<file path="config.mk">
export PLATFORM = sky130hd
export DESIGN_NAME = sw_rank_sorter
export DESIGN_NICKNAME = d
export VERILOG_FILES = /design/src/rtl/sw_sort_pkg.sv /design/src/rtl/sw_oldest_find.sv /design/src/rtl/sw_compact.sv /design/src/rtl/sw_insert.sv /design/src/rtl/sw_rank_sorter.sv
export SDC_FILE = /design/constraint.sdc
export NUM_CORES = 1
export LEC_CHECK = 0
export BUFFER_PORTS_ARGS = -buffer_cell sky130_fd_sc_hd__buf_2
export CAP_MARGIN = 20
export CORE_MARGIN = 4
export CORE_UTILIZATION = 35
export CTS_BUF_LIST = sky130_fd_sc_hd__clkbuf_4 sky130_fd_sc_hd__clkbuf_8
export DETAILED_ROUTE_END_ITERATION = 16
export GPL_ROUTABILITY_DRIVEN = 0
export PLACE_DENSITY_LB_ADDON = 0.3
export SYNTH_ARGS = -nofsm -noshare
export SYNTH_HDL_FRONTEND = slang
export SYNTH_HIERARCHICAL = 1
export SYNTH_SLANG_ARGS = --single-unit
</file>
<file path="constraint.sdc">
create_clock -name clk -period 4.2 [get_ports clk]
set_input_delay 0.84 -clock clk [delete_from_list [all_inputs] [get_ports clk]]
set_output_delay 0.84 -clock clk [all_outputs]
set_load 0.02 [all_outputs]
</file>
<file path="src/rtl/sw_sort_pkg.sv">
package sw_sort_pkg;

    // Default geometry of the sorted reference window.
    localparam int SW_DATA_W = 8;
    localparam int SW_DEPTH  = 16;
    localparam int SW_RANK   = 12;

    // Width needed to tag each slot with its age (0 = newest).
    function automatic int age_bits(input int depth);
        return (depth > 1) ? $clog2(depth) : 1;
    endfunction

    // Width of a counter that must reach `depth` itself.
    function automatic int count_bits(input int depth);
        return $clog2(depth + 1);
    endfunction

endpackage

</file>
<file path="src/rtl/sw_oldest_find.sv">
module sw_oldest_find #(
    parameter int DEPTH = 16,
    parameter int AGE_W = 4
) (
    input  logic             clk,
    input  logic             rst,
    input  logic [AGE_W-1:0] ages   [DEPTH],
    output logic [DEPTH-1:0] hit,
    output logic [DEPTH-1:0] close_mask
);
    localparam logic [AGE_W-1:0] OLDEST = AGE_W'(DEPTH - 1);

    // One-hot marker of the slot whose age tag is the oldest.
    generate
        for (genvar i = 0; i < DEPTH; i++) begin : g_hit
            assign hit[i] = (ages[i] == OLDEST);
        end
    endgenerate

    // Prefix OR: slot i and every slot above the dropped one take from i+1.
    always_comb begin
        close_mask[0] = hit[0];
        for (int i = 1; i < DEPTH; i++) begin
            close_mask[i] = close_mask[i-1] | hit[i];
        end
    end

    // the age tags form a permutation, so exactly one slot is oldest.
    p_one_oldest_r3: assert property (@(posedge clk) disable iff (rst)
        $countones(hit) == 1);

endmodule

</file>
<file path="src/rtl/sw_compact.sv">
module sw_compact #(
    parameter int DATA_W = 8,
    parameter int DEPTH  = 16,
    parameter int AGE_W  = 4
) (
    input  logic [DATA_W-1:0] vals       [DEPTH],
    input  logic [AGE_W-1:0]  ages       [DEPTH],
    input  logic [DEPTH-1:0]  hit,
    input  logic [DEPTH-1:0]  close_mask,
    output logic [DATA_W-1:0] cvals      [DEPTH-1],
    output logic [AGE_W-1:0]  cages      [DEPTH-1],
    output logic [DATA_W-1:0] dropped
);
    // Close the gap left by the dropped slot. Surviving slots age by one.
    generate
        for (genvar i = 0; i < DEPTH - 1; i++) begin : g_close
            assign cvals[i] = close_mask[i] ? vals[i+1] : vals[i];
            assign cages[i] = (close_mask[i] ? ages[i+1] : ages[i]) + AGE_W'(1);
        end
    endgenerate

    // Value leaving the window, taken from the one-hot position.
    always_comb begin
        dropped = '0;
        for (int i = 0; i < DEPTH; i++) begin
            if (hit[i]) begin
                dropped = vals[i];
            end
        end
    end

endmodule

</file>
<file path="src/rtl/sw_insert.sv">
module sw_insert #(
    parameter int DATA_W = 8,
    parameter int DEPTH  = 16,
    parameter int AGE_W  = 4
) (
    input  logic [DATA_W-1:0] cvals [DEPTH-1],
    input  logic [AGE_W-1:0]  cages [DEPTH-1],
    input  logic [DATA_W-1:0] sample,
    output logic [DATA_W-1:0] nvals [DEPTH],
    output logic [AGE_W-1:0]  nages [DEPTH]
);
    // stay[i]: compacted slot i sorts at or before the new sample.
    // Using <= puts a tie behind the equal stored entries.
    // The top slot never stays, so the sample always finds a place.
    logic [DEPTH-1:0] stay;

    generate
        for (genvar i = 0; i < DEPTH - 1; i++) begin : g_cmp
            assign stay[i] = (cvals[i] <= sample);
        end
        assign stay[DEPTH-1] = 1'b0;

        // Slot 0: keep, else take the sample.
        assign nvals[0] = stay[0] ? cvals[0] : sample;
        assign nages[0] = stay[0] ? cages[0] : '0;

        // Slots 1 .. DEPTH-2: keep, take the sample at the boundary, or shift up.
        for (genvar i = 1; i < DEPTH - 1; i++) begin : g_mid
            always_comb begin
                if (stay[i]) begin
                    nvals[i] = cvals[i];
                    nages[i] = cages[i];
                end else if (stay[i-1]) begin
                    nvals[i] = sample;
                    nages[i] = '0;
                end else begin
                    nvals[i] = cvals[i-1];
                    nages[i] = cages[i-1];
                end
            end
        end

        // Top slot: sample if everything below stays, else shift up.
        assign nvals[DEPTH-1] = stay[DEPTH-2] ? sample : cvals[DEPTH-2];
        assign nages[DEPTH-1] = stay[DEPTH-2] ? '0     : cages[DEPTH-2];
    endgenerate

endmodule

</file>
<file path="src/rtl/sw_rank_sorter.sv">
module sw_rank_sorter
    import sw_sort_pkg::*;
#(
    parameter int DATA_W = SW_DATA_W,
    parameter int DEPTH  = SW_DEPTH,
    parameter int RANK   = SW_RANK
) (
    input  logic                    clk,
    input  logic                    rst,
    input  logic                    in_valid,
    input  logic [DATA_W-1:0]       in_sample,
    input  logic [DATA_W-1:0]       evict_sample,
    output logic [DEPTH*DATA_W-1:0] sorted_out,
    output logic [DATA_W-1:0]       rank_out,
    output logic                    window_full
);
    localparam int AGE_W = age_bits(DEPTH);
    localparam int CNT_W = count_bits(DEPTH);

    logic [DATA_W-1:0] val_q  [DEPTH];
    logic [AGE_W-1:0]  age_q  [DEPTH];
    logic [DATA_W-1:0] cvals  [DEPTH-1];
    logic [AGE_W-1:0]  cages  [DEPTH-1];
    logic [DATA_W-1:0] nvals  [DEPTH];
    logic [AGE_W-1:0]  nages  [DEPTH];
    logic [DEPTH-1:0]  hit;
    logic [DEPTH-1:0]  close_mask;
    logic [DATA_W-1:0] dropped;
    logic [CNT_W-1:0]  fill_cnt;
    logic              full_q;
    logic [DATA_W-1:0] rank_q;

    sw_oldest_find #(.DEPTH(DEPTH), .AGE_W(AGE_W)) u_find (
        .clk        (clk),
        .rst        (rst),
        .ages       (age_q),
        .hit        (hit),
        .close_mask (close_mask)
    );

    sw_compact #(.DATA_W(DATA_W), .DEPTH(DEPTH), .AGE_W(AGE_W)) u_compact (
        .vals       (val_q),
        .ages       (age_q),
        .hit        (hit),
        .close_mask (close_mask),
        .cvals      (cvals),
        .cages      (cages),
        .dropped    (dropped)
    );

    sw_insert #(.DATA_W(DATA_W), .DEPTH(DEPTH), .AGE_W(AGE_W)) u_insert (
        .cvals  (cvals),
        .cages  (cages),
        .sample (in_sample),
        .nvals  (nvals),
        .nages  (nages)
    );

    // Sorted register file. On reset, slots hold zero and ages 0..DEPTH-1,
    // so the zero placeholders leave in a fixed order during fill.
    always_ff @(posedge clk) begin
        if (rst) begin
            for (int i = 0; i < DEPTH; i++) begin
                val_q[i] <= '0;
                age_q[i] <= AGE_W'(i);
            end
        end else if (in_valid) begin
            for (int i = 0; i < DEPTH; i++) begin
                val_q[i] <= nvals[i];
                age_q[i] <= nages[i];
            end
        end
    end

    // Order-statistic tap, one register behind the window.
    always_ff @(posedge clk) begin
        if (rst) begin
            rank_q <= '0;
        end else begin
            rank_q <= val_q[RANK-1];
        end
    end

    // Fill tracking.
    always_ff @(posedge clk) begin
        if (rst) begin
            fill_cnt <= '0;
            full_q   <= 1'b0;
        end else if (in_valid && fill_cnt != CNT_W'(DEPTH)) begin
            fill_cnt <= fill_cnt + CNT_W'(1);
            full_q   <= full_q | (fill_cnt == CNT_W'(DEPTH - 1));
        end
    end

    generate
        for (genvar k = 0; k < DEPTH; k++) begin : g_pack
            assign sorted_out[k*DATA_W +: DATA_W] = val_q[k];
        end
    endgenerate

    assign rank_out    = rank_q;
    assign window_full = full_q;

    // neighbouring slots stay in ascending order.
    generate
        for (genvar k = 0; k < DEPTH - 1; k++) begin : g_order_chk
            p_ascending_r2: assert property (@(posedge clk) disable iff (rst)
                val_q[k] <= val_q[k+1]);
        end
    endgenerate

    // no strobe, no change to the window.
    p_idle_hold_r5: assert property (@(posedge clk) disable iff (rst)
        !in_valid |=> $stable(sorted_out));

    // the fill flag never drops once set.
    p_full_sticky_r6: assert property (@(posedge clk) disable iff (rst)
        window_full |=> window_full);

    // the fill flag rises only on an accepted sample.
    p_full_on_valid_r6: assert property (@(posedge clk) disable iff (rst)
        $rose(window_full) |-> $past(in_valid));

    // the slot dropped by age matches the caller's outgoing sample.
    p_evict_match_r7: assert property (@(posedge clk) disable iff (rst)
        in_valid |-> dropped == evict_sample);

endmodule

</file>
# Word-level counts from Yosys, hierarchy flattened

Cells that the tools add are included.

Bitwise logic cells: 15
$add $sub $neg: 16
Muxes and demuxes: 90
$lt $le $gt $ge: 15
Equality and inequality tests: 17
Reduce and logical (&&, ||, !) cells: 1

Operator list:

| operator            | count |
|---|---|
| $mux 8              | 45 |
| $mux 4              | 45 |
| $le 8x8->1          | 15 |
| $add 4x1->4 const B | 15 |
| $eq 4x4->1 const B  | 15 |
| $or 1x1->1          | 15 |
| $add 5x1->5 const B | 1 |
| $eq 5x4->1 const B  | 1 |
| $ne 5x5->1 const B  | 1 |
| $logic_and 1x1->1   | 1 |

Flip-flop bits (word level): 206
Input port bits: 19
Output and inout port bits: 137

# Longest topological paths before layout

Gate-level depths: netlist (run 1).

Depth in word-level cells: 18
Depth in mapped cells: 18
Gate-level depth less buffers: 15

# By module

The synthesis (run 1) kept the hierarchy.

By module, submodules not included:

| module         | cells an instance | instances | seq. area each (µm²) | area each (µm²) |
|---|---|---|---|---|
| sw_rank_sorter | 668               | 1         | 4124.0               | 7379.6 |
| sw_insert      | 1078              | 1         | 0.0                  | 7175.6 |
| sw_compact     | 516               | 1         | 0.0                  | 4120.2 |
| sw_oldest_find | 51                | 1         | 0.0                  | 326.6 |

# Worst setup path after synthesis (run 1)

No wires, ideal clock.

Path type: register to register
From: register age_q[22] (netlist bit)
To: register val_q (netlist bit sorted_out[120])
Clock period less this slack: 3.288 ns
Stages on the path, launching flop included: 16
Arrival: 3.161 ns
Slack: 0.912 ns
Library setup time: 0.128 ns
Required time: 4.072 ns
Buffers on the path: 2
Cells stage by stage: dfxtp_1 -> and4_1 -> nand3b_1 -> nor3_4 -> nand2_1 -> buf_2 -> mux2_2 -> ha_1 -> a211oi_2 -> nor2_1 -> o31a_1 -> and2_1 -> buf_6 -> mux2_4 -> mux2i_1 -> nor2_1

RTL lines:

| what                            | line                 | text |
|---|---|---|
| start, declared                 | sw_rank_sorter.sv:21 | `logic [AGE_W-1:0] age_q [DEPTH];` |
| start signal, assigned by index | sw_rank_sorter.sv:65 | `age_q[i] <= AGE_W'(i);` |
| start signal, assigned by index | sw_rank_sorter.sv:70 | `age_q[i] <= nages[i];` |
| end signal, assigned by index   | sw_rank_sorter.sv:69 | `val_q[i] <= nvals[i];` |
| end, declared                   | sw_rank_sorter.sv:20 | `logic [DATA_W-1:0] val_q [DEPTH];` |

==> results.md, run 1 <==
* Area of the multi-input gates at 0.0121 mm²
* GRT Total Usage at 0.189
* Initial drt markers at 1042
* Crit path capture type: register
* FILL cells at 5089
* Row cnt at 81
* Synth Cell Area at 0.0175 mm²
* Vias in the first global route at 15700
* Slowest CP cell: and2_1
* Startpoint types: register
* Syn Inst Count at 2086
* Synthesized area per cell at 8.41 µm²
* Die Area at 0.0537 mm²
* Peak supply drop at 0.000231 V
* CTS tree: done
* Reg-to-reg critical path startpoint: age_q[63]$_SDFFE_PP0P_
* Die Span X at 232 µm
* DR vias/cell at 5.52
* Maximum Capacitance Violations at 0
* DP Worst Slack at 0.313 ns
* Fmax at 0.262 GHz
* CTS Buffer Depth at 3
* Initial Util at 0.356
* Setup Buffers After CTS at 0
* Nets@finish at 2348
* Core area at 0.0493 mm²
* Clk sinks at 206
* Final ANT Viol Nets at 0
* Required time worst endpoint at 4.65 ns
* Worst setup margin at 0.377 ns
* Reg area at 0.00412 mm²
* WL/cell at 18.3 µm
* IO Port Bufs at 147
* Antenna violations before repair at 0
* Vias at 15900
* CTS H-tree lvls at 2
* Min Hold Slack at 0.473 ns
* Hold Path Class: register to register
* Minimum clock period at 3.82 ns
* Cell family with most CP delay: simple AND/OR/NAND/NOR gates
* Post-Syn Nets at 2243
* Layout cells sized above 1 at 0.220
* Worst slew pin tran at 0.840 ns
* Worst rel slew slack at 0.440
* Clock Skew at 0.0210 ns
* R2r worst-path depth at 14
* # DRC at 0
* Critical Path Fanout Max at 16
* R2r setup slk at 0.38 ns
* LEAKAGE at 0.00893 µW
* # diodes at 0
* Layout area overhead at 12.1%
* Initial DRT Pass Iterations at 5
* Kind of critical path: register to register
* Worst hold stages at 2
* Clk_lat worst skew at 0.60 ns
* FF-to-FF End: sorted_out[120]$_SDFFE_PP0P_
* RSZ-0062 raised after global routing: no
* Status: finished, final reports clean
* Total power at 7760 µW
* Worst Path Arrival at 4.28 ns
* Fin crit share at 0.910
* Overflow after GRT at 0
* Crit-path cells: nand4_1, nand4_4, nor3_4, nand2_1, buf_4, mux2_2, ha_1, and2_1, nand4_1, o31a_1, and2_1, mux2_4, mux2i_1, nor2_1
* Num ports at 156
* Final wirelength at 52.6 mm
* Setup TNS at 0 ns
* Min-Delay Endpoint: age_q[1]$_SDFFE_PP1P_
* Total CTS buffers at 41
* CP Buf/Inv Count at 1
* Largest net degree at the start of global routing at 79
* HPWL Detailed at 38.2 mm
* Max Transition Viols Final at 0
* Power Density at 395 mW/mm²
* Final setup fails at 0
* Final Instance Area at 0.0197 mm²
* Synth warnings at 6
* CP max stage delay at 0.50 ns
* First-pass GRT wire length at 84.4 mm
* Clock transition at path regs at 0.06 ns
* Hold path start: age_q[1]$_SDFFE_PP1P_
* Final hold violations at 0
* Placed inst area at 0.0188 mm²
* Die Span Y at 232 µm
* CTS root buf: clkbuf_8
==> routing by layer <==
layer  track usage  part of all wire  vias up
met2         0.321              0.47      421
met3        0.0281             0.049      110
met4        0.0607             0.027        0
li1              -                 -     7850
met1         0.247              0.45     7526
met5             0                 0        -
==> worst reg2reg max path, stage by stage, from the launching register on <==
cell     delay, ns
dfxtp_1       0.32
nand4_1       0.24
nand4_4       0.19
nor3_4        0.26
nand2_1       0.30
buf_4         0.28
mux2_2        0.31
ha_1          0.31
and2_1        0.18
nand4_1       0.09
o31a_1        0.15
and2_1        0.50
mux2_4        0.35
mux2i_1       0.14
nor2_1        0.05
==> registers in the layout (all words and copies together) (netlist names) <==
register,count
window_full,1
sorted_out,128
rank_out,8
age_q,64
fill_cnt,5
==> what timing repair did <==
action,in CTS,in global routing
endpoints found under the setup margin,0,16
hold buffers,0,0
gates resized for setup,0,2
hold endpoints to repair,0,0
==> cell usage in the layout, fill, tap and decap left out, types with 10 or more instances in the layout <==
cell	instances
mux2i_1	238
dfxtp_1	206
nor2_1	200
buf_2	145
ha_1	138
o21ai_0	138
mux2_2	128
a31oi_1	112
nor3_1	105
buf_4	93
or3_1	84
nand2_1	69
inv_1	56
a21oi_1	55
clkbuf_8	54
nor3b_1	49
nand3_1	34
a31o_2	32
xnor2_1	30
nand4_1	25
nor2b_1	24
a31o_1	24
and2_1	23
nand2b_1	21
o211ai_1	21
and4_1	18
clkbuf_4	13
or2_1	12
or3b_1	12
a21boi_1	11
and3_1	10
==> report_power, final <==
group	switching, µW	internal, µW	leakage [µW]
clock network	951	1260	0.000456
registers	203	2140	0.00167
logic	1650	1570	0.00680
total	2800	4960	0.00893
==> worst max-delay path by stage <==
| stage | startpoint | end | depth (start not counted) |
|---|---|---|---|
| after floorplan | age_q[63]$_SDFFE_PP0P_ | sorted_out[120]$_SDFFE_PP0P_ | 15 |
| final | age_q[63]$_SDFFE_PP0P_ | sorted_out[120]$_SDFFE_PP0P_ | 14 |
| after CTS | age_q[63]$_SDFFE_PP0P_ | age_q[8]$_SDFFE_PP1P_ | 15 |
| after global routing | age_q[63]$_SDFFE_PP0P_ | sorted_out[56]$_SDFFE_PP0P_ | 15 |
| after detailed placement | age_q[63]$_SDFFE_PP0P_ | age_q[8]$_SDFFE_PP1P_ | 15 |
| after global placement | age_q[63]$_SDFFE_PP0P_ | age_q[8]$_SDFFE_PP1P_ | 15 |
==> final cells by class <==
class	instances	area share
flip-flops and latches	206	0.210
inverters	57	0.0109
repair buffers	243	0.0773
clock inverters	4	0.00127
multi-input cells	1642	0.616
clock buffers	67	0.0428
well taps	664	0.0423
==> stage by stage <==
step | instances | util
final | 2883 | 0.399
after global routing | 2883 | 0.399
after CTS | 2883 | 0.399
after floorplan | 2086 | -
after detailed placement | 2812 | 0.381
after global placement | 2812 | 0.381
Note: power is estimated with default switching activity, not from simulation.
==> run 2, diff against run 1 <==
clock period = 3.3 ns   (was 4.2 ns; I/O delays follow)
==> run 2 against run 1 <==
- the flow now finishes with violations (negative setup slack)
- power up 48%
- hold slack got worse by 0.0025 ns
- wire length is 10% higher
- clock power is 32% higher
- count of clock-buffer cells in the layout decreased by 1
- die area unchanged
- design area grew 18%
- fmax grew 12%
- first-iteration DRC count grew 3.6%
- cell count rose by 8.8%
- critical endpoint is now age_q[15]$_SDFFE_PP1P_
==> results.md, run 2 (synthesized netlist as in run 1, its figures left out) <==
* Row cnt at 81 (unchanged)
* Worst slew pin tran at 0.699 ns (-0.140 ns)
* Largest net degree at the start of global routing at 81 (+2.5%)
* Min Hold Slack at 0.470 ns (-0.00255 ns)
* Internal power at 7390 µW (+49%)
* Commonest non-fill, non-tap cell in the layout: buf_4
* Clock transition at path regs at 0.06 ns (about the same)
* Overflow after GRT at 0 (unchanged)
* Worst rel slew slack at 0.534 (+0.0936)
* Hold Path Class: register to register
* Setup TNS at -3.13 ns (-3.13 ns)
* Critical Path Fanout Max at 6 (-10)
* Initial DRT Pass Iterations at 5 (unchanged)
* Initial Util at 0.356 (unchanged)
* Vias at 17300 (+8.7%)
* Sw Pwr at 4130 µW (+48%)
* Clock Skew at 0.0263 ns (+0.00529 ns)
* Nets@finish at 2605 (+11%)
* Die Span Y at 232 µm (unchanged)
* Final ANT Viol Nets at 0 (unchanged)
* Antenna violations before repair at 0 (unchanged)
* Slowest CP cell: dfxtp_2
* CP max stage delay at 0.32 ns (-0.18 ns)
* Peak supply drop at 0.000366 V (+58%)
* Final wirelength at 58.2 mm (+10%)
* Worst hold stages at 2 (unchanged)
* Clk sinks at 206 (unchanged)
* Power Density at 495 mW/mm² (+25%)
* Post-route insts no fill at 3138 (+8.8%)
* Comb pwr share at 0.494 (+0.080)
* R2r worst-path depth at 15 (+1)
* CTS H-tree lvls at 2 (unchanged)
* IO Port Bufs at 147 (unchanged)
* First-pass GRT wire length at 89.9 mm (+6.5%)
* RSZ-0062 raised after global routing: yes
* Fmax at 0.292 GHz (+12%)
* # DRC at 0 (unchanged)
* Startpoint types: register
* DR vias/cell at 5.51 (-0.16%)
* Layout area overhead at 32.8%
* Seq pwr share at 0.252 (-0.050)
* Hold buffer count at CTS at 0 (unchanged)
* Final hold violations at 0 (unchanged)
* Crit path capture type: register
* Maximum Capacitance Violations at 0 (unchanged)
* Reg-to-reg critical path startpoint: age_q[44]$_SDFFE_PP0P_
* Min-Delay Endpoint: age_q[0]$_SDFFE_PP1P_
* Num ports at 156 (unchanged)
* Vias in the first global route at 17100 (+9.1%)
* Core area at 0.0493 mm² (unchanged)
* Hold path start: age_q[0]$_SDFFE_PP1P_
* FILL cells at 4698 (-7.7%)
* DP Worst Slack at -0.318 ns (-0.630 ns)
* Sw Ratio at 0.359 (-0.00187)
* LEAKAGE at 0.0106 µW (+18%)
* Fin crit share at 1.04 (+0.127)
* Worst setup margin at -0.122 ns (-0.499 ns)
* CTS tree: done
* GRT Total Usage at 0.201 (+0.0123)
* Util after Layout at 0.473 (+0.0736)
* Crit-path cells: and4_4, nand4b_4, nor3_4, buf_6, nand3_4, buf_6, mux2_4, ha_4, nor2b_4, o211ai_1, a21boi_4, or2_4, a31o_2, mux2i_1, nand2_1
* Status: finished, violations left
* CTS root buf: clkbuf_8
* Die Area at 0.0537 mm² (unchanged)
* Initial drt markers at 1080 (+3.6%)
* Worst Path Arrival at 3.89 ns (-0.39 ns)
* Failing checks: negative setup slack
* HPWL Detailed at 41.0 mm (+7.5%)
* Max Transition Viols Final at 0 (unchanged)
* Total CTS buffers at 42 (+2.4%)
* Die Span X at 232 µm (unchanged)
* Layout cells sized above 1 at 0.363 (+0.143)
* Minimum clock period at 3.42 ns (-0.401 ns)
* Power share of the clock group at 0.254 (-0.030)
* Most used cell, CP: buf_6
* CTS Buffer Depth at 3 (unchanged)
* Most frequent cells in the layout: buf_4, mux2i_1, dfxtp_1, nor2_1, buf_2
* Final setup fails at 63 (+63)
* Clk_lat worst skew at 0.61 ns (about the same)
* Dpl cells at 3018 (+7.3%)
* # diodes at 0 (unchanged)
* Kind of critical path: register to register
* Max reg flops at 128 (unchanged)
* Required time worst endpoint at 3.77 ns (-0.88 ns)
* FF-to-FF End: age_q[15]$_SDFFE_PP1P_
* R2r setup slk at -0.12 ns (-0.50 ns)
* WL/cell at 18.5 µm (+1.5%)
[run 2: metal layers]
layer  up-vias  wire (µm)  track usage  share of wire
met5         -          0            0              0
met4         0       1380       0.0536          0.024
met3       113       2860       0.0355          0.049
met2       454      27600        0.344           0.47
met1      8323      26300        0.262           0.45
li1       8397          -            -              -
[run 2: cell type report]
cell class	count	area, µm²	area share
Clock inverter	4	70.1	0.00301
Timing Repair inverter	2	15.0	0.000645
Sequential cell	206	4130	0.178
Timing Repair Buffer	495	3840	0.165
Clock buffer	66	827	0.0355
Multi-Input combinational cell	1644	13300	0.573
Tap cell	664	831	0.0357
Inverter	57	224	0.00962
[run 2: repair_timing]
action                     4_1_cts  5_1_grt
setup endpoints to repair      137      180
gates resized for setup         97      201
setup buffers                   14       22
hold endpoints to repair         0        0
cloned                           7        9
pin swaps                       39       87
[run 2: worst max-delay path, delay by kind of cell (launching register included)]
family,cells,cell delay (ns)
AOI/OAI and AO/OA,3,0.68
adders and majority gates,1,0.22
buffers and inverters,2,0.36
DFF,1,0.32
muxes,2,0.47
and+or+nand+nor,7,1.24
[run 2: power groups by stage]
stage | sequential [µW] | combinational, µW | clock, µW
floorplan | 3010 | 3230 | 0
global placement | 2940 | 4580 | 0
detailed placement | 2950 | 4700 | 0
CTS | 2900 | 4990 | 3020
global route | 2940 | 6150 | 3130
finish | 2910 | 5690 | 2920
[run 2: how the worst max path moves through the flow]
stage	startpoint	endpoint	slack [ns]	cells past startpoint
after floorplan	age_q[63]$_SDFFE_PP0P_	sorted_out[120]$_SDFFE_PP0P_	0.07	15
after global routing	age_q[44]$_SDFFE_PP0P_	sorted_out[80]$_SDFFE_PP0P_	-0.26	18
after detailed placement	age_q[62]$_SDFFE_PP0P_	age_q[32]$_SDFFE_PP1P_	-0.32	16
final	age_q[44]$_SDFFE_PP0P_	age_q[15]$_SDFFE_PP1P_	-0.12	15
after CTS	age_q[63]$_SDFFE_PP0P_	age_q[19]$_SDFFE_PP1P_	-0.05	15
after global placement	age_q[62]$_SDFFE_PP0P_	age_q[32]$_SDFFE_PP1P_	-0.28	16
[run 2: through the flow]
| step | cell area [µm²] | total power, µW |
|---|---|---|
| global placement | 20600 | 7530 |
| finish | 23300 | 11500 |
| floorplan | 17500 | 6240 |
| CTS | 22100 | 10900 |
| detailed placement | 20600 | 7650 |
| global route | 23300 | 12200 |
